<file path="src/rtl/omega_pkg.sv">
package omega_pkg;

  // destination lane of perfect-shuffle wiring: rotate lane index left by one
  function automatic int shuffle_lane(input int idx, input int lg);
    int mask;
    mask = (1 << lg) - 1;
    return ((idx << 1) | (idx >> (lg - 1))) & mask;
  endfunction

endpackage

</file>
<file path="src/rtl/omega_switch.sv">
module omega_switch #(
  parameter int ADDR_W = 3,
  parameter int DATA_W = 8,
  parameter int BIT    = 2
) (
  input  logic [1:0]             vld_i,
  input  logic [1:0][ADDR_W-1:0] src_i,
  input  logic [1:0][ADDR_W-1:0] dst_i,
  input  logic [1:0][DATA_W-1:0] dat_i,
  output logic [1:0]             vld_o,
  output logic [1:0][ADDR_W-1:0] src_o,
  output logic [1:0][ADDR_W-1:0] dst_o,
  output logic [1:0][DATA_W-1:0] dat_o,
  output logic [1:0]             drop_o
);

  logic [1:0] want;   // requested output port per input
  logic       clash;
  logic [1:0] keep;
  logic [1:0] up_hit;
  logic [1:0] lo_hit;

  // equal src/dst bit -> pass (port stays), else cross (port flips)
  assign want[0] = src_i[0][BIT] ^ dst_i[0][BIT];
  assign want[1] = ~(src_i[1][BIT] ^ dst_i[1][BIT]);

  assign clash  = vld_i[0] & vld_i[1] & (want[0] == want[1]);
  assign keep   = {vld_i[1] & ~clash, vld_i[0]};
  assign drop_o = {clash, 1'b0};

  assign up_hit = {keep[0] & want[0], keep[0] & ~want[0]};
  assign lo_hit = {keep[1] & want[1], keep[1] & ~want[1]};

  for (genvar o = 0; o < 2; o++) begin : g_out
    always_comb begin
      vld_o[o] = up_hit[o] | lo_hit[o];
      src_o[o] = '0;
      dst_o[o] = '0;
      dat_o[o] = '0;
      if (up_hit[o]) begin
        src_o[o] = src_i[0];
        dst_o[o] = dst_i[0];
        dat_o[o] = dat_i[0];
      end else if (lo_hit[o]) begin
        src_o[o] = src_i[1];
        dst_o[o] = dst_i[1];
        dat_o[o] = dat_i[1];
      end
    end
  end

endmodule

</file>
<file path="src/rtl/omega_stage.sv">
module omega_stage #(
  parameter int NUM_PORTS = 8,
  parameter int ADDR_W    = 3,
  parameter int DATA_W    = 8,
  parameter int STAGE     = 0
) (
  input  logic                                clk_i,
  input  logic                                rst_ni,
  input  logic [NUM_PORTS-1:0]                vld_i,
  input  logic [NUM_PORTS-1:0][ADDR_W-1:0]    src_i,
  input  logic [NUM_PORTS-1:0][ADDR_W-1:0]    dst_i,
  input  logic [NUM_PORTS-1:0][DATA_W-1:0]    dat_i,
  input  logic [NUM_PORTS-1:0]                blk_i,
  output logic [NUM_PORTS-1:0]                vld_o,
  output logic [NUM_PORTS-1:0][ADDR_W-1:0]    src_o,
  output logic [NUM_PORTS-1:0][ADDR_W-1:0]    dst_o,
  output logic [NUM_PORTS-1:0][DATA_W-1:0]    dat_o,
  output logic [NUM_PORTS-1:0]                blk_o
);

  localparam int BIT  = ADDR_W - 1 - STAGE;
  localparam int HALF = NUM_PORTS / 2;

  logic [NUM_PORTS-1:0]             sh_vld;
  logic [NUM_PORTS-1:0][ADDR_W-1:0] sh_src;
  logic [NUM_PORTS-1:0][ADDR_W-1:0] sh_dst;
  logic [NUM_PORTS-1:0][DATA_W-1:0] sh_dat;

  logic [NUM_PORTS-1:0]             sw_vld;
  logic [NUM_PORTS-1:0][ADDR_W-1:0] sw_src;
  logic [NUM_PORTS-1:0][ADDR_W-1:0] sw_dst;
  logic [NUM_PORTS-1:0][DATA_W-1:0] sw_dat;
  logic [NUM_PORTS-1:0]             drop_pos;
  logic [NUM_PORTS-1:0]             blk_nxt;

  for (genvar i = 0; i < NUM_PORTS; i++) begin : g_shuffle
    localparam int TO = omega_pkg::shuffle_lane(i, ADDR_W);
    assign sh_vld[TO] = vld_i[i];
    assign sh_src[TO] = src_i[i];
    assign sh_dst[TO] = dst_i[i];
    assign sh_dat[TO] = dat_i[i];
  end

  for (genvar s = 0; s < HALF; s++) begin : g_sw
    omega_switch #(
      .ADDR_W (ADDR_W),
      .DATA_W (DATA_W),
      .BIT    (BIT)
    ) u_sw (
      .vld_i  (sh_vld[2*s+1:2*s]),
      .src_i  (sh_src[2*s+1:2*s]),
      .dst_i  (sh_dst[2*s+1:2*s]),
      .dat_i  (sh_dat[2*s+1:2*s]),
      .vld_o  (sw_vld[2*s+1:2*s]),
      .src_o  (sw_src[2*s+1:2*s]),
      .dst_o  (sw_dst[2*s+1:2*s]),
      .dat_o  (sw_dat[2*s+1:2*s]),
      .drop_o (drop_pos[2*s+1:2*s])
    );
  end

  // drops are reported by source lane, merged with earlier stages
  always_comb begin
    blk_nxt = blk_i;
    for (int i = 0; i < NUM_PORTS; i++) begin
      if (drop_pos[i]) blk_nxt[sh_src[i]] = 1'b1;
    end
  end

  always_ff @(posedge clk_i or negedge rst_ni) begin
    if (!rst_ni) begin
      vld_o <= '0;
      src_o <= '0;
      dst_o <= '0;
      dat_o <= '0;
      blk_o <= '0;
    end else begin
      vld_o <= sw_vld;
      src_o <= sw_src;
      dst_o <= sw_dst;
      dat_o <= sw_dat;
      blk_o <= blk_nxt;
    end
  end

endmodule

</file>
<file path="src/rtl/omega_net.sv">
module omega_net #(
  parameter int NUM_PORTS = 8,
  parameter int DATA_W    = 8,
  localparam int ADDR_W   = $clog2(NUM_PORTS)
) (
  input  logic                             clk_i,
  input  logic                             rst_ni,
  input  logic [NUM_PORTS-1:0]             in_valid_i,
  input  logic [NUM_PORTS-1:0][ADDR_W-1:0] in_dest_i,
  input  logic [NUM_PORTS-1:0][DATA_W-1:0] in_data_i,
  output logic [NUM_PORTS-1:0]             out_valid_o,
  output logic [NUM_PORTS-1:0][ADDR_W-1:0] out_src_o,
  output logic [NUM_PORTS-1:0][DATA_W-1:0] out_data_o,
  output logic [NUM_PORTS-1:0]             delivered_o,
  output logic [NUM_PORTS-1:0]             blocked_o
);

  localparam int NSTG = ADDR_W;

  logic [NSTG:0][NUM_PORTS-1:0]             vld_q;
  logic [NSTG:0][NUM_PORTS-1:0][ADDR_W-1:0] src_q;
  logic [NSTG:0][NUM_PORTS-1:0][ADDR_W-1:0] dst_q;
  logic [NSTG:0][NUM_PORTS-1:0][DATA_W-1:0] dat_q;
  logic [NSTG:0][NUM_PORTS-1:0]             blk_q;

  assign vld_q[0] = in_valid_i;
  assign dst_q[0] = in_dest_i;
  assign dat_q[0] = in_data_i;
  assign blk_q[0] = '0;

  for (genvar i = 0; i < NUM_PORTS; i++) begin : g_src
    assign src_q[0][i] = ADDR_W'(i);
  end

  for (genvar k = 0; k < NSTG; k++) begin : g_stage
    omega_stage #(
      .NUM_PORTS (NUM_PORTS),
      .ADDR_W    (ADDR_W),
      .DATA_W    (DATA_W),
      .STAGE     (k)
    ) u_stage (
      .clk_i  (clk_i),
      .rst_ni (rst_ni),
      .vld_i  (vld_q[k]),
      .src_i  (src_q[k]),
      .dst_i  (dst_q[k]),
      .dat_i  (dat_q[k]),
      .blk_i  (blk_q[k]),
      .vld_o  (vld_q[k+1]),
      .src_o  (src_q[k+1]),
      .dst_o  (dst_q[k+1]),
      .dat_o  (dat_q[k+1]),
      .blk_o  (blk_q[k+1])
    );
  end

  assign out_valid_o = vld_q[NSTG];
  assign out_src_o   = src_q[NSTG];
  assign out_data_o  = dat_q[NSTG];
  assign blocked_o   = blk_q[NSTG];

  always_comb begin
    delivered_o = '0;
    for (int j = 0; j < NUM_PORTS; j++) begin
      if (vld_q[NSTG][j]) delivered_o[src_q[NSTG][j]] = 1'b1;
    end
  end

endmodule

</file>
<file path="config.mk">
export PLATFORM = sky130hd
export DESIGN_NAME = omega_net
export DESIGN_NICKNAME = d
export VERILOG_FILES = /design/src/rtl/omega_pkg.sv /design/src/rtl/omega_switch.sv /design/src/rtl/omega_stage.sv /design/src/rtl/omega_net.sv
export SDC_FILE = /design/constraint.sdc
export NUM_CORES = 1
export LEC_CHECK = 0
export ABC_CLOCK_PERIOD_IN_PS = 1800
export BUFFER_PORTS_ARGS = -buffer_cell sky130_fd_sc_hd__clkbuf_2
export CORE_UTILIZATION = 50
export CTS_CLUSTER_SIZE = 10
export DETAILED_ROUTE_END_ITERATION = 8
export HOLD_SLACK_MARGIN = 0.03
export PLACE_DENSITY = 0.72
export SLEW_MARGIN = 20
export SYNTH_ARGS = -nofsm -noshare
export SYNTH_HDL_FRONTEND = slang
export SYNTH_SLANG_ARGS = --single-unit
</file>
<file path="constraint.sdc">
create_clock -name clk_i -period 1.8 [get_ports clk_i]
set_clock_uncertainty 0.05 [all_clocks]
set_input_delay 0.27 -clock clk_i [delete_from_list [all_inputs] [get_ports clk_i]]
set_output_delay 0.27 -clock clk_i [all_outputs]
set_load 0.1 [all_outputs]
</file>
==> flow_summary.json <==
{
  "cts_num_sinks": 312,
  "start_util_pct": 50.9,
  "fillers": 1763,
  "ir_drop_mv": 0.735,
  "gp_congestion": 0.916,
  "synth_warnings": 0,
  "r2r-start": "g_stage[0].u_stage.vld_o[0]$_DFF_PN0_",
  "rrSetupSlack_ns": 0.12,
  "slowest_stage": "dfrtp_4",
  "ys_seq_area_share_pct": 60.9,
  "path_class": "flop to output pin",
  "worstMarginPinSlew_ns": 0.898,
  "port_buffers": 209,
  "seqPwrFrac_pct": 44.8,
  "crit_chain": "nor2b_4 > a22oi_2 > o311ai_2 > or3_4 > buf_12",
  "cts_buffers": 37,
  "final_cell_mix": "dfrtp_1, nand2_1, clkbuf_2",
  "syn_inst": 1146,
  "synth_cell_types": 52,
  "grt_pass1_wl_um": 58200,
  "synth_area_leaders": "dfrtp_1, a22o_1, nand2_1",
  "fp.coreArea_um2": 25200,
  "drtIter0Drc": 776,
  "firstDrtPassIters": 9,
  "htreeDepth": 2,
  "dp_slack_ns": -0.0294,
  "synthToLayoutAreaGrowth_pct": 33.6,
  "setup-violations-final": 8,
  "final_common_cell": "dfrtp_1",
  "p_int_w": 0.0124,
  "ant_nets": 0,
  "nNetsFinal": 1557,
  "synth_compound_area_share_pct": 17.6,
  "finalHoldViolations": 0,
  "die_w_um": 162,
  "crit_family": "simple AND/OR/NAND/NOR gates",
  "p_comb_share_pct": 19.5,
  "violations": "setup timing",
  "synthSimpleGateAreaFrac_pct": 13.6,
  "overflow": 0,
  "diodes": 0,
  "arrival_ns": 1.98,
  "total_power_w": 0.0177,
  "cp-start-kind": "flop",
  "powerDensity_nw_per_um2": 1030,
  "hold_path.class": "primary input to flop",
  "hpwl_um": 27100,
  "grt.total_usage_pct": 29.3,
  "max_freq_mhz": 435,
  "grt_max_degree": 63,
  "die_area_um2": 26300,
  "drv_cap": 0,
  "synth-seq-cells": 312,
  "async_reset_ff_share_pct": 100,
  "netlist_area_um2": 12800,
  "relSlewSlack_pct": 40.0,
  "slew_viol_final": 0,
  "switchingPower_w": 0.00529,
  "hold_end": "g_stage[0].u_stage.dat_o[47]$_DFF_PN0_",
  "num_rows": 58,
  "required_ns": 1.48,
  "synth_adder_area_share_pct": 0,
  "sw_frac_of_total_pct": 29.9,
  "ctsLongestPathBuffers": 3,
  "multiInputGateArea_um2": 4670,
  "fin_ws_ns": -0.496,
  "yosysTopAreaCell": "dfrtp_1",
  "synth_xor_area_share_pct": 1.20,
  "routed_wl_um": 37500,
  "synth_edf_count": 0,
  "cp-end-kind": "output pin",
  "drive_gt1_share_pct": 29.2,
  "period_needed_ns": 2.30,
  "crit_cells": 5,
  "clk_latency_ns": 0.52,
  "rsz0062_at_grt": "yes",
  "clk_pin_slew_worst_paths_ns": 0.05,
  "cts_tree": "yes",
  "drc": 0,
  "crit_buf_inv": 1,
  "antenna_found_initial": 0,
  "routedWlPerCell_um": 20.8,
  "hold_path_depth": 2,
  "clkPwrFrac_pct": 35.6,
  "min_from": "in_data_i[55]",
  "r2r_cells": 4,
  "io_pins": 210,
  "seq_area_um2": 7920,
  "status": "finished with violations",
  "leakage_nw": 8.15,
  "period_share_pct": 128,
  "synthFlopType": "dfrtp_1",
  "die_height_um": 162,
  "grt_pass1_vias": 10300,
  "synth_top_area_share_pct": 60.9,
  "cp_slowest_stage_delay_ns": 0.46,
  "muxShareOfSynthArea_pct": 0,
  "rr_endpoint": "g_stage[1].u_stage.dat_o[15]$_DFF_PN0_",
  "postSynthAreaPerCell_um2": 11.2,
  "synth_top_family_by_area": "compound AO/OA/AOI/OAI gates",
  "num_vias": 10200,
  "cp_max_fo": 2,
  "via_per_inst": 5.65,
  "cts-root-buf": "clkbuf_16"
}
-- stage by stage --
stage          util [%]  hold slack (ns)  instances  TNS [ns]  instance area [µm²]
5_1_grt            68.0           0.0428       1797     -3.70                17100
2_1_floorplan         -          -0.0756       1147    -0.550                13200
3_3_place_gp       57.7            0.152       1615  -0.00855                14500
6_report           68.0           0.0472       1797     -3.18                17100
4_1_cts            67.6           0.0406       1794     -3.35                17000
3_5_place_dp       57.7            0.153       1615   -0.0294                14500
-- how the worst max path moves through the flow --
stage	end	startpoint	slack, ns
finish	delivered_o[2]	g_stage[2].u_stage.vld_o[2]$_DFF_PN0_	-0.50
global route	delivered_o[2]	g_stage[2].u_stage.vld_o[2]$_DFF_PN0_	-0.54
CTS	delivered_o[2]	g_stage[2].u_stage.vld_o[2]$_DFF_PN0_	-0.52
detailed placement	delivered_o[2]	g_stage[2].u_stage.vld_o[0]$_DFF_PN0_	-0.03
global placement	delivered_o[2]	g_stage[2].u_stage.vld_o[0]$_DFF_PN0_	-0.009
floorplan	delivered_o[5]	g_stage[2].u_stage.src_o[18]$_DFF_PN0_	-0.11
-- layer usage --
| layer | wire length, µm | vias to the layer above | GRT usage, % |
|---|---|---|---|
| li1 | - | 4566 | - |
| met1 | 15600 | 4984 | 39.7 |
| met2 | 18200 | 511 | 48.5 |
| met3 | 2540 | 90 | 4.83 |
| met4 | 1160 | 0 | 9.35 |
| met5 | 0 | - | 0 |
-- synthesized netlist by cell type, types with 4 or more instances --
cell type  instances
dfrtp_1          312
nand2_1          190
a22o_1           160
a21oi_1           86
buf_4             73
clkbuf_1          48
nand2b_1          31
nor2_1            28
inv_1             22
nor2b_1           21
nand3_1           17
and2_1            14
nor3b_1           11
xnor2_1           11
buf_2             10
nor3_1            10
or2_2             10
a31oi_1            7
o22ai_1            7
o2111ai_1          6
o32ai_1            6
and3_1             5
nor4_1             5
o21ai_0            5
and3b_1            4
o31ai_1            4
xor2_1             4
-- power groups by stage --
stage | registers [W] | clock network [W] | logic [W]
4_1_cts | 0.00791 | 0.00641 | 0.00338
3_3_place_gp | 0.00801 | 0 | 0.00305
6_report | 0.00793 | 0.00630 | 0.00345
2_1_floorplan | 0.00823 | 0 | 0.00185
5_1_grt | 0.00797 | 0.00672 | 0.00365
3_5_place_dp | 0.00803 | 0 | 0.00307
-- cell families after synthesis --
kind of cell / count (synthesis)
and+or+nand+nor: 362
AOI/OAI and AO/OA: 301
DFF: 312
xor gates and xnor gates: 16
buffers and inverters: 154
other: 1
-- what timing repair did --
| item | in CTS | in global routing |
|---|---|---|
| pin swaps | 13 | 7 |
| setup endpoints to repair | 15 | 46 |
| endpoints found under the hold margin | 247 | 0 |
| hold buffers | 123 | 0 |
| gates resized for setup | 44 | 30 |
| setup buffers | 9 | 4 |
-- registers in the layout, summed over array words and instances, names as in the netlist --
| name | flops |
|---|---|
| g_stage.u_stage.dat_o | 192 |
| g_stage.u_stage.dst_o | 24 |
| g_stage.u_stage.vld_o | 23 |
| g_stage.u_stage.blk_o | 20 |
| g_stage.u_stage.src_o | 53 |
-- final cells by class --
class	instances	share of cell area, %
multi-input combinational	681	27.3
clock buffer	45	5.70
tap	330	2.41
clock inverter	2	0.146
inverter	22	0.482
sequential	312	46.2
timing repair buffer	405	17.8
Power figures use the tool's default switching activity.
